<file path="config.mk">
export PLATFORM = sky130hd
export DESIGN_NAME = i2c_slave_hold
export DESIGN_NICKNAME = d
export VERILOG_FILES = /design/src/rtl/i2c_slave_hold.sv
export SDC_FILE = /design/constraint.sdc
export NUM_CORES = 1
export LEC_CHECK = 0
export ABC_CLOCK_PERIOD_IN_PS = 4700
export BUFFER_PORTS_ARGS = -buffer_cell sky130_fd_sc_hd__buf_4
export CAP_MARGIN = 40
export CORE_ASPECT_RATIO = 0.75
export CORE_MARGIN = 1.5
export CORE_UTILIZATION = 30
export DETAILED_ROUTE_END_ITERATION = 8
export SLEW_MARGIN = 30
export SYNTH_ARGS = -nofsm -noshare
export SYNTH_HDL_FRONTEND = slang
export SYNTH_SLANG_ARGS = --single-unit
</file>
<file path="constraint.sdc">
create_clock -name clk -period 4.7 [get_ports clk]
set_input_delay 0.47 -clock clk [delete_from_list [all_inputs] [get_ports clk]]
set_output_delay 0.47 -clock clk [all_outputs]
set_load 0.1 [all_outputs]
</file>
<file path="src/rtl/i2c_slave_hold.sv">
module i2c_slave_hold #(
  parameter int DATA_W = 8
) (
  input  logic              clk,
  input  logic              rst_n,
  input  logic              scl_i,
  input  logic              sda_i,
  input  logic [DATA_W-2:0] own_addr,
  input  logic              ack_en,
  input  logic              master_mode,
  input  logic              arb_lost,
  input  logic              dr_rd,
  input  logic              dr_wr,
  input  logic [DATA_W-1:0] dr_wdata,
  input  logic              svc_set,
  output logic              scl_low,
  output logic              sda_low,
  output logic              irq,
  output logic              svc_done,
  output logic              addressed,
  output logic              gen_call,
  output logic              xmit,
  output logic [DATA_W-1:0] dr_rdata
);

  localparam int CW = $clog2(DATA_W + 1);
  localparam logic [CW-1:0] LAST = CW'(DATA_W - 1);
  localparam logic [CW-1:0] ACKB = CW'(DATA_W);

  logic [2:0]        scl_s, sda_s;
  logic              active, addr_ph, armed, ack_out, lost_pend;
  logic [CW-1:0]     cnt;
  logic [DATA_W-1:0] sr, tx_sr, rx_dat;

  wire scl_now  = scl_s[1];
  wire scl_prev = scl_s[2];
  wire sda_now  = sda_s[1];
  wire sda_prev = sda_s[2];
  wire scl_rise = scl_now & ~scl_prev;
  wire scl_fall = ~scl_now & scl_prev;
  wire start_c  = scl_now & scl_prev & sda_prev & ~sda_now;
  wire stop_c   = scl_now & scl_prev & ~sda_prev & sda_now;
  wire is_gc    = (sr == '0);
  wire hit      = ((sr[DATA_W-1:1] == own_addr) | is_gc) & ~master_mode;
  wire release_req = dr_rd | dr_wr | svc_set;

  assign scl_low  = ~svc_done;
  assign sda_low  = ack_out | (xmit & ~addr_ph & (cnt != ACKB) & ~tx_sr[DATA_W-1]);
  assign dr_rdata = rx_dat;

  always_ff @(posedge clk or negedge rst_n) begin
    if (!rst_n) begin
      scl_s     <= 3'b111;
      sda_s     <= 3'b111;
      active    <= 1'b0;
      addr_ph   <= 1'b0;
      armed     <= 1'b0;
      ack_out   <= 1'b0;
      lost_pend <= 1'b0;
      addressed <= 1'b0;
      gen_call  <= 1'b0;
      xmit      <= 1'b0;
      cnt       <= '0;
      sr        <= '0;
      tx_sr     <= '1;
      rx_dat    <= '0;
      svc_done  <= 1'b1;
      irq       <= 1'b0;
    end else begin
      scl_s <= {scl_s[1:0], scl_i};
      sda_s <= {sda_s[1:0], sda_i};
      irq   <= 1'b0;
      if (arb_lost) lost_pend <= 1'b1;
      if (release_req) svc_done <= 1'b1;

      if (stop_c) begin
        active    <= 1'b0;
        addr_ph   <= 1'b0;
        armed     <= 1'b0;
        ack_out   <= 1'b0;
        lost_pend <= 1'b0;
        addressed <= 1'b0;
        gen_call  <= 1'b0;
        xmit      <= 1'b0;
        cnt       <= '0;
      end else if (start_c) begin
        active    <= 1'b1;
        addr_ph   <= 1'b1;
        armed     <= 1'b0;
        ack_out   <= 1'b0;
        addressed <= 1'b0;
        gen_call  <= 1'b0;
        xmit      <= 1'b0;
        cnt       <= '0;
        tx_sr     <= '1;
      end else if (active && scl_rise) begin
        armed <= 1'b1;
        if (cnt != ACKB) sr <= {sr[DATA_W-2:0], sda_now};
      end else if (active && scl_fall && armed) begin
        armed <= 1'b0;
        if (cnt == ACKB) begin
          cnt       <= '0;
          ack_out   <= 1'b0;
          addr_ph   <= 1'b0;
          lost_pend <= 1'b0;
          irq       <= addressed | lost_pend;
          if (addressed) svc_done <= 1'b0;
        end else begin
          cnt <= cnt + 1'b1;
          if (xmit && !addr_ph) tx_sr <= {tx_sr[DATA_W-2:0], 1'b1};
          if (cnt == LAST) begin
            rx_dat <= sr;
            if (addr_ph) begin
              addressed <= hit;
              gen_call  <= is_gc & ~master_mode;
              xmit      <= hit & sr[0];
              ack_out   <= hit & ack_en;
            end else begin
              ack_out <= addressed & ~xmit & ack_en;
            end
          end
        end
      end

      if (dr_wr) tx_sr <= dr_wdata;
    end
  end

  p_release_cause_r8: assert property (@(posedge clk) disable iff (!rst_n)
    $rose(svc_done) |-> $past(release_req));

  p_drop_with_irq_r2: assert property (@(posedge clk) disable iff (!rst_n)
    $fell(svc_done) |-> irq);

  p_irq_after_fall_r6: assert property (@(posedge clk) disable iff (!rst_n)
    irq |-> $past(scl_fall));

  p_sda_moves_low_r7: assert property (@(posedge clk) disable iff (!rst_n)
    !$stable(sda_low) |-> !$past(scl_now));

  p_gc_receive_r3: assert property (@(posedge clk) disable iff (!rst_n)
    gen_call |-> !xmit);

  p_drive_needs_address_r4: assert property (@(posedge clk) disable iff (!rst_n)
    sda_low |-> addressed);

endmodule

</file>
==> results_dict.tcl, run 1 <==
set metrics [dict create \
    status "complete, no violations" \
    crit_buf_inv 2 \
    cts.sinks 44 \
    clk-insertion-delay-late_ps 300 \
    final_area_um2 2545 \
    synth_top_area_share_pct 34.98 \
    initial_core_util_pct 30.66 \
    setup_viol 0 \
    dp_hpwl_um 3116 \
    crit_fanout 5 \
    cts_resized 0 \
    core.rowCount 26 \
    grt_pass1_vias 1469 \
    crit_chain "inv_1, ha_1, and3b_1, o31ai_1, buf_4" \
    wl_per_cell_um 14.04 \
    synth-edff-count 0 \
    p_sw_uw 263.3 \
    drt_pre_antenna_iters 4 \
    cts_hold_buffers 0 \
    antenna_cells 0 \
    hold_class "primary input to async pin" \
    rsz0062_at_grt "false" \
    synth_top_cell_by_area "dfrtp_1" \
    syn2layout_area_growth_pct 22.68 \
    die_area_um2 7428 \
    vias_per_cell 4.795 \
    ys.flop_type "dfrtp_1" \
    hold_ws_ps 164.6 \
    grt_max_degree 45 \
    htreeDepth 2 \
    tightest_slew_ps 680.0 \
    portBuffers 39 \
    crit_arrival_ps 1900 \
    clock_path_buffers 2 \
    relSlewSlack_pct 54.56 \
    p_clk_share_pct 32.1 \
    critPathLaunchType "flip-flop" \
    yosysUniqueCellTypes 39 \
    power_frac_seq_pct 52.2 \
    ctsRootBufferMaster "clkbuf_8" \
    grt_usage_pct 12.64 \
    drc 0 \
    p_per_area_nw_per_um2 375.6 \
    crit_required_ps 4230 \
    cts_tree "built" \
    p_sw_share_pct 27.55 \
    antenna_found_initial 0 \
    drtIter0Drc 83 \
    avgSynthCellArea_um2 11.27 \
    placed_cell_area_um2 2424 \
    synthTopCellsByArea "dfrtp_1 (35%), dfstp_2 (19%), mux2_2 (8.7%)" \
    fin_nets 250 \
    cpPeakStageDelay_ps 380 \
    clk_pin_slew_ps 90 \
    postLayoutCoreUtil_pct 37.61 \
    vdd_ir_drop_max_uv 128.8 \
    cts_setup_buffers 0 \
    instances_no_fill 308 \
    vias 1477 \
    numCtsBuffers 5 \
    ys_ff_latch 44 \
    clock_skew_ps 10.33 \
    maxSlewViolCount 0 \
    synth_warnings 0 \
    hold_viol 0 \
    combPwrFrac_pct 15.6 \
    cpLargestDelayFamily "buffers and inverters" \
    routabilityCongestion 0.8370 \
    grt_overflow 0 \
    syn_inst 184 \
    fmax_mhz 421.5 \
    p_leak_nw 1.155 \
    grt_first_pass_wirelength_um 7341 \
    layout_setup_ws_ps 2328 \
    drtAntennaViolNets 0 \
    routed_wl_um 4323 \
    synthesis.area_um2 2074 \
    place_ws_ps 2598 \
    die_w_um 99.02 \
    critPathSlowestCell "dfrtp_1" \
    critPathCaptureType "output pin" \
    maxCapViolCount 0 \
    drive_gt1_share_pct 38.84 \
    dieHeight_um 75.02 \
    dp.cells 300 \
    p_int_uw 692.6 \
    io_pins 40 \
    synthArstFlopShare_pct 100.0 \
    finalPower_uw 955.9 \
    syn_nets 211 \
    core_area_um2 6766 \
    critical_path_class "flip-flop to output pin" \
    synth_seq_area_share_pct 53.98 \
    fin_crit_sh_pct 50.48 \
    setup_tns_ps 0 \
    finalCriticalPeriod_ps 2372 \
]
final cells by class:
class,instances,area [µm²]
Tap cell,84,105.1
Clock buffer,6,82.58
Timing Repair Buffer,40,300.3
Fill cell,678,4222
Multi-Input combinational cell,117,842.1
Sequential cell,44,1120
Inverter,15,56.30
Clock inverter,2,38.79
sequential cells by signal (all words and copies together) (netlist names), 3 cells and up:
name      flops
sr            8
cnt           4
dr_rdata      8
scl_s         3
sda_s         3
tx_sr         8
synth_stat cells (3+ instances only):
master,instances
dfstp_2,15
a221oi_1,5
buf_2,3
mux2_2,16
xor2_1,8
nor4_1,3
nand3_1,9
o21ai_0,6
a21oi_1,7
dfrtp_1,29
nor2_1,23
buf_6,3
inv_1,15
nand2_1,10
power by group through the flow:
stage	clock network (mW)	logic (mW)	registers [mW]
3_5_place_dp	0	0.151	0.506
4_1_cts	0.316	0.152	0.499
6_report	0.307	0.149	0.499
5_1_grt	0.334	0.171	0.510
3_3_place_gp	0	0.147	0.505
2_1_floorplan	0	0.112	0.489
final timing paths:
kind,depth (start not counted),slack [ps],end,from
max in group asynchronous,1,4140,svc_done$_DFF_PN1_,rst_n
setup reg to reg,4,2610,dr_rdata[1]$_DFFE_PN0P_,scl_s[2]$_DFF_PN1_
setup / recovery,5,2330,sda_low,cnt[0]$_DFFE_PN0P_
min in group clk,1,270,sda_s[0]$_DFF_PN1_,sda_i
hold / removal,1,160,dr_rdata[5]$_DFFE_PN0P_,rst_n
hold reg to reg,0,360,scl_s[1]$_DFF_PN1_,scl_s[0]$_DFF_PN1_
cells by family after synthesis:
group	count (synthesis)	synth area share, %
buffers and inverters	23	5.427
DFF	44	53.98
muxes	16	8.685
and+or+nand+nor	60	15.44
xor gates and xnor gates	8	3.378
AOI/OAI and AO/OA	31	11.88
adders and majority gates	2	1.206
routing by layer:
layer  wire length [µm]  part of all wire [%]  global-route usage (%)
met2               1903                    44                   18.77
met3                149                   3.4                   3.157
met4                 44                   1.0                   3.492
met1               2225                    51                   18.45
met5                  0                     0                       0
worst register-to-register path: cells and delay by family, from the launching register on:
family,cells,cell delay (ps)
buffers and inverters,1,250
and+or+nand+nor,2,770
DFF,1,640
muxes,1,340
cells in the final DEF (no fill, tap or decap), drive strengths merged, types with 2 or more instances in the layout:
cell type  count
nand4b         2
inv           15
o21ai          6
xor2           8
a21oi          7
dfrtp         29
or3            3
nand3b         2
nand3          9
o31ai          2
nand2         10
o32ai          2
a221oi         7
mux2          16
nor2          23
nor4           4
nand2b         2
buf           40
clkbuf         6
ha             2
dfstp         15
Note: power is estimated with default switching activity, not from simulation.
==> run 2, diff against run 1 <==
--- a/config.mk
+++ b/config.mk
@@ -5,7 +5,7 @@
 export SDC_FILE = /design/constraint.sdc
 export NUM_CORES = 1
 export LEC_CHECK = 0
-export ABC_CLOCK_PERIOD_IN_PS = 4700
+export ABC_CLOCK_PERIOD_IN_PS = 2000
 export BUFFER_PORTS_ARGS = -buffer_cell sky130_fd_sc_hd__buf_4
 export CAP_MARGIN = 40
 export CORE_ASPECT_RATIO = 0.75
==> constraint.sdc (replaced) <==
create_clock -name clk -period 2 [get_ports clk]
set_input_delay 0.2 -clock clk [delete_from_list [all_inputs] [get_ports clk]]
set_output_delay 0.2 -clock clk [all_outputs]
set_load 0.1 [all_outputs]
==> run 2 against run 1 <==
  * Register-to-register slack worse by 2500 ps
  * Highest routed layer unchanged
  * Largest cell class unchanged
  * Sequential power is 130% higher
  * Utilization is 0.70 points higher
  * Critical path type unchanged
  * Power is 120% higher
  * Clock power is 86% higher
  * Wire length is 1.2% lower
  * Critical path depth stayed put
  * Combinational power is 150% higher
  * Non-clock buffer count is 5 higher
  * Setup slack worse by 2200 ps
  * Die area stayed put
==> results_dict.tcl, run 2 (synthesized netlist as in run 1, its figures left out) <==
set metrics [dict create \
    status "complete, no violations" \
    crit_required_ps 1800 \
    initial_core_util_pct 30.66 \
    p_leak_nw 1.163 \
    critPathCaptureType "output pin" \
    critical_path_class "flip-flop to output pin" \
    finalCriticalPeriod_ps 1893 \
    syn2layout_area_growth_pct 24.97 \
    hp-start "dr_wdata[6]" \
    htreeDepth 2 \
    layout_setup_ws_ps 106.9 \
    ctsRootBufferMaster "clkbuf_8" \
    cts_setup_buffers 0 \
    drtIter0Drc 60 \
    clock_skew_ps 3.512 \
    clk_pin_slew_ps 80 \
    maxSlewViolCount 0 \
    setup_tns_ps 0 \
    crit_arrival_ps 1690 \
    crit_fanout 5 \
    core.rowCount 26 \
    r2r-start "cnt[0]$_DFFE_PN0P_" \
    fmax_mhz 528.2 \
    grt_usage_pct 12.49 \
    hold_path_end "tx_sr[6]$_DFFE_PN1P_" \
    cts_tree "built" \
    critPathLaunchType "flip-flop" \
    wl_per_cell_um 13.65 \
    grt_first_pass_wirelength_um 7044 \
    vias_per_cell 4.869 \
    vias 1524 \
    hold_path_depth 3 \
    regToRegEndpoint "tx_sr[7]$_DFFE_PN1P_" \
    maxCapViolCount 0 \
    grt_pass1_vias 1378 \
    routed_wl_um 4273 \
    rsz0062_at_grt "false" \
    dp_hpwl_um 3062 \
    setup_viol 0 \
    clock_path_buffers 2 \
    drive_gt1_share_pct 39.74 \
    mostFrequentLayoutCells "buf_4 (40), dfrtp_1 (28), nor2_1 (23)" \
    grt_max_degree 45 \
    drtAntennaViolNets 0 \
    drt_pre_antenna_iters 4 \
    r2r_slack_ps 130 \
    antenna_cells 0 \
    routabilityCongestion 0.8084 \
    clk-insertion-delay-late_ps 290 \
    die_area_um2 7428 \
    hold_viol 0 \
    fin_crit_sh_pct 94.66 \
    p_per_area_nw_per_um2 814.7 \
    tightest_slew_ps 553.9 \
    die_w_um 99.02 \
    portBuffers 39 \
    antenna_found_initial 0 \
    io_pins 40 \
    numCtsBuffers 5 \
    vdd_ir_drop_max_uv 385.7 \
    grt_overflow 0 \
    worst_r2r_path_depth 7 \
    fillCellCount 676 \
    cts.sinks 44 \
    hold_class "primary input to flip-flop" \
    relSlewSlack_pct 63.08 \
    fin_nets 255 \
    final_common_cell "buf_4" \
    place_ws_ps 67.98 \
    core_area_um2 6766 \
    drc 0 \
    postLayoutCoreUtil_pct 38.31 \
    dieHeight_um 75.02 \
]
## run 2: metrics by stage
| step | power [mW] | instances | hold slack [ps] | cell area [µm²] |
|---|---|---|---|---|
| 6_report | 2.112 | 313 | 123.8 | 2592 |
| 5_1_grt | 2.245 | 313 | 125.7 | 2592 |
| 4_1_cts | 2.143 | 313 | 116.5 | 2584 |
| 3_5_place_dp | 1.556 | 302 | 232.1 | 2456 |
| 3_3_place_gp | 1.547 | 302 | 234.7 | 2456 |
| 2_1_floorplan | 1.415 | 184 | -95.59 | 2092 |
## run 2: area by class of cell
| type | count | area (µm²) | share of cell area [%] |
|---|---|---|---|
| repair buffers | 45 | 356.6 | 13.75 |
| inverters | 15 | 56.30 | 2.172 |
| flip-flops and latches | 44 | 1124 | 43.34 |
| well taps | 84 | 105.1 | 4.054 |
| clock inverters | 1 | 7.507 | 0.2896 |
| clock buffers | 7 | 86.33 | 3.330 |
| multi-input cells | 117 | 857.1 | 33.06 |
## run 2: metal layers
| metal | wire length [µm] | vias up | global-route usage, % |
|---|---|---|---|
| met5 | 0 | - | 0 |
| met4 | 87 | 0 | 5.873 |
| met1 | 2144 | 735 | 19.28 |
| met3 | 241 | 9 | 2.786 |
| li1 | - | 734 | - |
| met2 | 1799 | 46 | 16.32 |
## run 2: power breakdown
group	total, mW	switching (mW)	leakage (nW)	internal, mW
Clock	0.572	0.291	0.0445	0.281
Sequential	1.17	0.142	0.529	1.03
Combinational	0.367	0.172	0.590	0.195
## run 2: worst max path at each step
stage,from,end,cells after the start
after CTS,cnt[0]$_DFFE_PN0P_,sda_low,5
after global placement,cnt[0]$_DFFE_PN0P_,sr[6]$_DFFE_PN0P_,5
after floorplan,cnt[0]$_DFFE_PN0P_,sda_low,5
after detailed placement,cnt[0]$_DFFE_PN0P_,tx_sr[7]$_DFFE_PN1P_,7
final,cnt[0]$_DFFE_PN0P_,sda_low,5
after global routing,cnt[0]$_DFFE_PN0P_,tx_sr[4]$_DFFE_PN1P_,7
## run 2: what timing repair did
action / 4_1_cts / 5_1_grt
endpoints found under the hold margin: 31 / 0
hold buffers: 3 / 0
endpoints found under the setup margin: 1 / 5
gates resized for setup: 1 / 3
## run 2: worst max-delay path: stages (launching register included)
cell and delay (ps):
dfrtp_1 380, inv_1 80, ha_1 200, and3b_2 290, o31ai_4 220, buf_8 230
